$ cat config.mk
export PLATFORM = sky130hd
export DESIGN_NAME = ibank_host
export DESIGN_NICKNAME = d
export VERILOG_FILES = /design/src/rtl/ibank_pkg.sv /design/src/rtl/ibank_unlock.sv /design/src/rtl/ibank_regs.sv /design/src/rtl/ibank_host.sv
export SDC_FILE = /design/constraint.sdc
export NUM_CORES = 1
export LEC_CHECK = 0
export ABC_AREA = 1
export BUFFER_PORTS_ARGS = -buffer_cell sky130_fd_sc_hd__buf_2
export CAP_MARGIN = 0
export CORE_MARGIN = 4
export CORE_UTILIZATION = 55
export DETAILED_ROUTE_END_ITERATION = 10
export GPL_TIMING_DRIVEN = 0
export PLACE_DENSITY = 0.79
export SLEW_MARGIN = 5
export SYNTH_ARGS = -nofsm -noshare
export SYNTH_HDL_FRONTEND = slang
export SYNTH_SLANG_ARGS = --single-unit
$ cat constraint.sdc
create_clock -name clk -period 1.6 [get_ports clk]
set_input_delay 0.08 -clock clk [delete_from_list [all_inputs] [get_ports clk]]
set_output_delay 0.08 -clock clk [all_outputs]
set_load 0.1 [all_outputs]
$ cat src/rtl/ibank_pkg.sv
package ibank_pkg;

    localparam int IDX_OWN   = 0;
    localparam int IDX_TOUT  = 1;
    localparam int IDX_MODE  = 2;
    localparam int IDX_SCLL  = 3;
    localparam int IDX_SCLH  = 4;
    localparam int IDX_RESET = 5;

    localparam int MODE_W = 2;

    typedef enum logic [1:0] {
        MODE_STD   = 2'd0,
        MODE_FAST  = 2'd1,
        MODE_FASTP = 2'd2,
        MODE_TURBO = 2'd3
    } bus_mode_t;

    typedef enum logic [1:0] {
        UL_IDLE  = 2'd0,
        UL_ARMED = 2'd1,
        UL_FIRE  = 2'd2
    } ul_state_t;

endpackage

$ cat src/rtl/ibank_unlock.sv
module ibank_unlock
    import ibank_pkg::*;
#(
    parameter int               DATA_W = 8,
    parameter logic [DATA_W-1:0] KEY1  = 8'hA5,
    parameter logic [DATA_W-1:0] KEY2  = 8'h5A
) (
    input  logic              clk,
    input  logic              rst_n,
    input  logic              wr,
    input  logic              sel,
    input  logic              on_reset_slot,
    input  logic [DATA_W-1:0] wdata,
    output logic              fire
);

    ul_state_t state_q, state_d;
    logic      key_wr;

    assign key_wr = wr && sel && on_reset_slot;

    always_ff @(posedge clk or negedge rst_n) begin
        if (!rst_n) state_q <= UL_IDLE;
        else        state_q <= state_d;
    end

    always_comb begin
        state_d = state_q;
        unique case (state_q)
            UL_IDLE: begin
                if (key_wr && wdata == KEY1) state_d = UL_ARMED;
            end
            UL_ARMED: begin
                if (wr) begin
                    if (key_wr && wdata == KEY2) state_d = UL_FIRE;
                    else                         state_d = UL_IDLE;
                end
            end
            UL_FIRE: state_d = UL_IDLE;
            default: state_d = UL_IDLE;
        endcase
    end

    always_comb begin
        fire = 1'b0;
        unique case (state_q)
            UL_FIRE: fire = 1'b1;
            default: fire = 1'b0;
        endcase
    end

endmodule

$ cat src/rtl/ibank_regs.sv
module ibank_regs
    import ibank_pkg::*;
#(
    parameter int                DATA_W   = 8,
    parameter int                PTR_W    = 3,
    parameter logic [DATA_W-1:0] DEF_OWN  = 8'h60,
    parameter logic [DATA_W-1:0] DEF_TOUT = 8'hFF,
    parameter logic [MODE_W-1:0] DEF_MODE = 2'd0,
    parameter logic [DATA_W-1:0] DEF_SCLL = 8'h9D,
    parameter logic [DATA_W-1:0] DEF_SCLH = 8'h86
) (
    input  logic              clk,
    input  logic              rst_n,
    input  logic              soft_rst,
    input  logic              wr,
    input  logic              sel,
    input  logic [DATA_W-1:0] wdata,
    output logic [PTR_W-1:0]  ptr,
    output logic [DATA_W-1:0] rdata,
    output logic [MODE_W-1:0] mode,
    output logic [DATA_W-1:0] scl_lo,
    output logic [DATA_W-1:0] scl_hi
);

    logic [DATA_W-1:0] own_q, tout_q;
    logic [DATA_W-1:0] slot_rd;

    always_ff @(posedge clk or negedge rst_n) begin
        if (!rst_n) begin
            ptr    <= '0;
            own_q  <= DEF_OWN;
            tout_q <= DEF_TOUT;
            mode   <= DEF_MODE;
            scl_lo <= DEF_SCLL;
            scl_hi <= DEF_SCLH;
        end else if (soft_rst) begin
            ptr    <= '0;
            own_q  <= DEF_OWN;
            tout_q <= DEF_TOUT;
            mode   <= DEF_MODE;
            scl_lo <= DEF_SCLL;
            scl_hi <= DEF_SCLH;
        end else if (wr && !sel) begin
            ptr <= wdata[PTR_W-1:0];
        end else if (wr && sel) begin
            case (int'(ptr))
                IDX_OWN:  own_q  <= wdata;
                IDX_TOUT: tout_q <= wdata;
                IDX_MODE: mode   <= wdata[MODE_W-1:0];
                IDX_SCLL: scl_lo <= wdata;
                IDX_SCLH: scl_hi <= wdata;
                default:  ;
            endcase
        end
    end

    always_comb begin
        case (int'(ptr))
            IDX_OWN:  slot_rd = own_q;
            IDX_TOUT: slot_rd = tout_q;
            IDX_MODE: slot_rd = {{(DATA_W-MODE_W){1'b0}}, mode};
            IDX_SCLL: slot_rd = scl_lo;
            IDX_SCLH: slot_rd = scl_hi;
            default:  slot_rd = '0;
        endcase
    end

    assign rdata = sel ? slot_rd : {{(DATA_W-PTR_W){1'b0}}, ptr};

endmodule

$ cat src/rtl/ibank_host.sv
module ibank_host
    import ibank_pkg::*;
#(
    parameter int                DATA_W   = 8,
    parameter int                PTR_W    = 3,
    parameter logic [DATA_W-1:0] KEY1     = 8'hA5,
    parameter logic [DATA_W-1:0] KEY2     = 8'h5A,
    parameter logic [DATA_W-1:0] DEF_OWN  = 8'h60,
    parameter logic [DATA_W-1:0] DEF_TOUT = 8'hFF,
    parameter logic [1:0]        DEF_MODE = 2'd0,
    parameter logic [DATA_W-1:0] DEF_SCLL = 8'h9D,
    parameter logic [DATA_W-1:0] DEF_SCLH = 8'h86
) (
    input  logic              clk,
    input  logic              rst_n,
    input  logic              host_wr,
    input  logic              host_sel,
    input  logic [DATA_W-1:0] host_wdata,
    output logic [DATA_W-1:0] host_rdata,
    output logic [1:0]        mode_o,
    output logic [DATA_W-1:0] scl_lo_o,
    output logic [DATA_W-1:0] scl_hi_o,
    output logic              soft_rst_o
);

    logic [PTR_W-1:0] ptr;
    logic             on_reset_slot;

    assign on_reset_slot = (int'(ptr) == IDX_RESET);

    ibank_unlock #(
        .DATA_W (DATA_W),
        .KEY1   (KEY1),
        .KEY2   (KEY2)
    ) u_unlock (
        .clk           (clk),
        .rst_n         (rst_n),
        .wr            (host_wr),
        .sel           (host_sel),
        .on_reset_slot (on_reset_slot),
        .wdata         (host_wdata),
        .fire          (soft_rst_o)
    );

    ibank_regs #(
        .DATA_W   (DATA_W),
        .PTR_W    (PTR_W),
        .DEF_OWN  (DEF_OWN),
        .DEF_TOUT (DEF_TOUT),
        .DEF_MODE (DEF_MODE),
        .DEF_SCLL (DEF_SCLL),
        .DEF_SCLH (DEF_SCLH)
    ) u_regs (
        .clk      (clk),
        .rst_n    (rst_n),
        .soft_rst (soft_rst_o),
        .wr       (host_wr),
        .sel      (host_sel),
        .wdata    (host_wdata),
        .ptr      (ptr),
        .rdata    (host_rdata),
        .mode     (mode_o),
        .scl_lo   (scl_lo_o),
        .scl_hi   (scl_hi_o)
    );

endmodule

==> flow_metrics.env <==
export IMPL_cts_htree_levels=2
export IMPL_crit_family="simple AND/OR/NAND/NOR gates"
export IMPL_buffer_cell_driving_the_clock_tree_root="sky130_fd_sc_hd__clkbuf_8"
export IMPL_worst_clock_skew_ps=10.90
export IMPL_dp_hpwl_mm=3.996
export IMPL_floorplan_io_pins=39
export IMPL_cts_root_to_sink_buffers=2
export IMPL_worst_setup_path_end_kind="output port"
export IMPL_clock_sinks=39
export IMPL_tritoncts_clock_tree="yes"
export IMPL_initial_utilization_pct=57.54
export IMPL_wl_mm=6.177
export IMPL_worstPathArrival_ps=1720
export IMPL_clkLatencyLatePin_ps=290
export IMPL_number_of_global_route_vias_before_repair=1950
export IMPL_whs_path_depth=3
export IMPL_postSynthCellCount=278
export IMPL_core_region_area_um2=3716
export IMPL_die_width_um=70.35
export IMPL_final_period_minus_worst_setup_slack_ps=1804
export IMPL_critical_path_top_cell_by_count="sky130_fd_sc_hd__nor2_4"
export IMPL_yosysWarningCount=0
export IMPL_worst_path_buf_inv=2
export IMPL_synth_top_cells_by_area="sky130_fd_sc_hd__dfrtp_1, sky130_fd_sc_hd__dfstp_2, sky130_fd_sc_hd__nand2_1, sky130_fd_sc_hd__nor2_1, sky130_fd_sc_hd__o21ai_0"
export IMPL_netlist_area_um2=2138
export IMPL_max_freq_mhz=554.2
export IMPL_drv_max_cap_violation_count=0
export IMPL_drtPass1Iterations=7
export IMPL_io_buffer_count=38
export IMPL_power_frac_comb_pct=56.0
export IMPL_layout_worst_path_cycle_share_pct=112.8
export IMPL_rsz0062_at_grt="yes"
export IMPL_grt_use_total_pct=24.30
export IMPL_yosys_area_top_type_share_pct=24.58
export IMPL_die_h_um=70.35
export IMPL_reg2reg_setup_slack_ps=70
export IMPL_hold_path_end="u_regs.own_q[7]"
export IMPL_final_layout_size_suffix_gt1_share_pct=44.31
export IMPL_internal_power_mw=2.449
export IMPL_vdd_ir_drop_max_mv=1.702
export IMPL_diodes=0
export IMPL_instances_no_fill=382
export IMPL_drc_violation_total_after_the_first_tritonroute_iteration=245
export IMPL_route_antenna_remaining_nets=0
export IMPL_slew_limit_headroom_pct=43.37
export IMPL_sequential_share_of_the_synthesized_area_pct=46.69
export IMPL_drc=0
export IMPL_power_density_nw_per_um2=1840
export IMPL_crit_path_cell_chain="buf_6 -> nor2_4 -> nand2_4 -> o21ai_2 -> nor2_2 -> nor2_4 -> buf_12"
export IMPL_final_hold_violation_count=0
export IMPL_violations="setup timing"
export IMPL_power_clock_fraction_pct=12.0
export IMPL_cts_buffers_inserted=5
export IMPL_cp_slowest_stage_delay_ps=390
export IMPL_r2r_start="u_regs.ptr[1]"
export IMPL_pwr_share_seq_pct=31.9
export IMPL_grt_max_degree=40
export IMPL_status="finished, violations left"
export IMPL_fp_row_count=22
export IMPL_final_number_of_max_transition_violations=0
export IMPL_worstPathMaxFanout=7
export IMPL_number_of_setup_violations_in_the_final_report=8
export IMPL_synth_seq_cells=39
export IMPL_classification_of_the_worst_slack_hold_path="input pin to register"
export IMPL_cp_required_ps=1520
export IMPL_synth_area_leader_cell="sky130_fd_sc_hd__dfrtp_1"
export IMPL_area_growth_pct=37.21
export IMPL_design_final_nets=345
export IMPL_detail_route_vias_per_cell=5.691
export IMPL_switching_portion_of_total_power_pct=54.64
export IMPL_mostFrequentLayoutCell="sky130_fd_sc_hd__nand2_1"
export IMPL_setup_ws_ps=-204.4
export IMPL_layout_core_utilization_pct=78.96
export IMPL_detailroute_via_count=2174
export IMPL_power_net_switching_mw=2.950
export IMPL_wl_per_cell_um=16.17
export IMPL_syn_area_per_cell_um2=7.692
export IMPL_slowest_stage="sky130_fd_sc_hd__dfrtp_1"
export IMPL_cp_start_kind="register"
export IMPL_dieArea_um2=4949
export IMPL_grt_antenna_before_repair=0
export IMPL_min_delay_start="host_wdata[7]"
export IMPL_worstMarginPinSlew_ps=849.5
export IMPL_synth_net_count=290
export IMPL_number_of_instances_in_the_placed_design=364
export IMPL_leakage_nw=1.365
export IMPL_worst_setup_path_type="register to output port"
export IMPL_capturing_point_of_the_worst_reg2reg_path="u_regs.scl_lo[1]"
export IMPL_grt_overflow=0
export IMPL_layout_common_cells="sky130_fd_sc_hd__nand2_1, sky130_fd_sc_hd__nor2_1, sky130_fd_sc_hd__buf_2"
export IMPL_grt_first_pass_wirelength_mm=9.556
export IMPL_netlist_cell_types=27
export IMPL_final_weighted_congestion_of_routability_driven_global_placement=0.8972
export IMPL_r2r_cells=6
export IMPL_worst_hold_slack_ps=79.15
export IMPL_clk_pin_slew_worst_paths_ps=80
==> worst min-delay path, delay by kind of cell <==
family                 cells  cell delay [ps]
buffers and inverters      1              110
AO/OA/AOI/OAI              1               70
AND/OR/NAND/NOR            1               70
==> routing by layer <==
metal	GRT usage [%]	part of all wire, %	wire length, um	vias to the layer above
li1	-	-	-	1004
met3	4.173	7.7	478	16
met1	35.62	42	2611	1019
met5	0	0	0	-
met2	36.59	48	2962	135
met4	7.234	2.0	125	0
==> how the worst max path moves through the flow <==
stage	from	end	slack (ps)	cells past startpoint
final	u_regs.ptr[1]	host_rdata[4]	-200	7
after global routing	u_regs.ptr[0]	host_rdata[6]	-250	9
after CTS	u_regs.ptr[0]	host_rdata[3]	-150	7
after detailed placement	u_regs.ptr[0]	host_rdata[7]	-220	7
after global placement	u_regs.ptr[2]	host_rdata[7]	-210	7
after floorplan	u_regs.scl_hi[1]	host_rdata[1]	2	4
==> logic make-up after synthesis <==
group,share of synthesized area (%)
AND/OR/NAND/NOR,35.40
flip-flops,46.69
buffers and inverters,8.425
AO/OA/AOI/OAI,9.479
==> layout make-up <==
type,instances,area [um2]
plain buffers,8,72.57
clock buffers,7,76.32
clock inverters,1,5.005
fillers,250,782.0
inverters,30,126.4
multi-input cells,201,1160
flip-flops and latches,39,1027
well taps,48,60.06
repair buffers,48,406.6
==> through the flow <==
| stage | TNS [ps] | area (um2) | total power [mW] | setup slack, ps |
|---|---|---|---|---|
| 3_5_place_dp | -1048 | 2496 | 4.381 | -224.6 |
| 4_1_cts | -977.6 | 2854 | 5.274 | -150.1 |
| 5_1_grt | -1837 | 2934 | 5.628 | -249.4 |
| 3_3_place_gp | -962.3 | 2496 | 4.339 | -212.8 |
| 6_report | -1334 | 2934 | 5.399 | -204.4 |
| 2_1_floorplan | 0 | 2246 | 3.958 | 2.309 |
==> synth_stat cells, drive strengths merged <==
cell / count
nand2: 70
nor2: 48
o21ai: 33
inv: 29
nand3: 27
dfrtp: 21
dfstp: 18
nor3: 12
buf: 7
nand4: 7
o21bai: 2
and3: 1
clkbuf: 1
clkinv: 1
or2: 1
==> power by group through the flow <==
stage | registers [mW] | clock network [mW] | logic [mW]
floorplan | 3.07 | 0 | 0.889
global placement | 1.72 | 0 | 2.62
detailed placement | 1.73 | 0 | 2.65
CTS | 1.71 | 0.644 | 2.92
global route | 1.76 | 0.705 | 3.16
finish | 1.72 | 0.649 | 3.03
==> sequential cells by signal (all words and copies together), names as in the netlist <==
name / count
u_regs.tout_q: 8
u_regs.mode: 2
u_regs.own_q: 8
u_regs.ptr: 3
u_unlock.state_q: 2
u_regs.scl_hi: 8
u_regs.scl_lo: 8
==> repair_timing <==
action | 4_1_cts | 5_1_grt
hold buffers | 1 | 0
resized for setup | 61 | 19
hold endpoints to repair | 21 | 0
pin swaps | 9 | 7
setup endpoints to repair | 9 | 8
buffers inserted | 8 | 1
No activity file was read; power rests on OpenSTA's default activity.
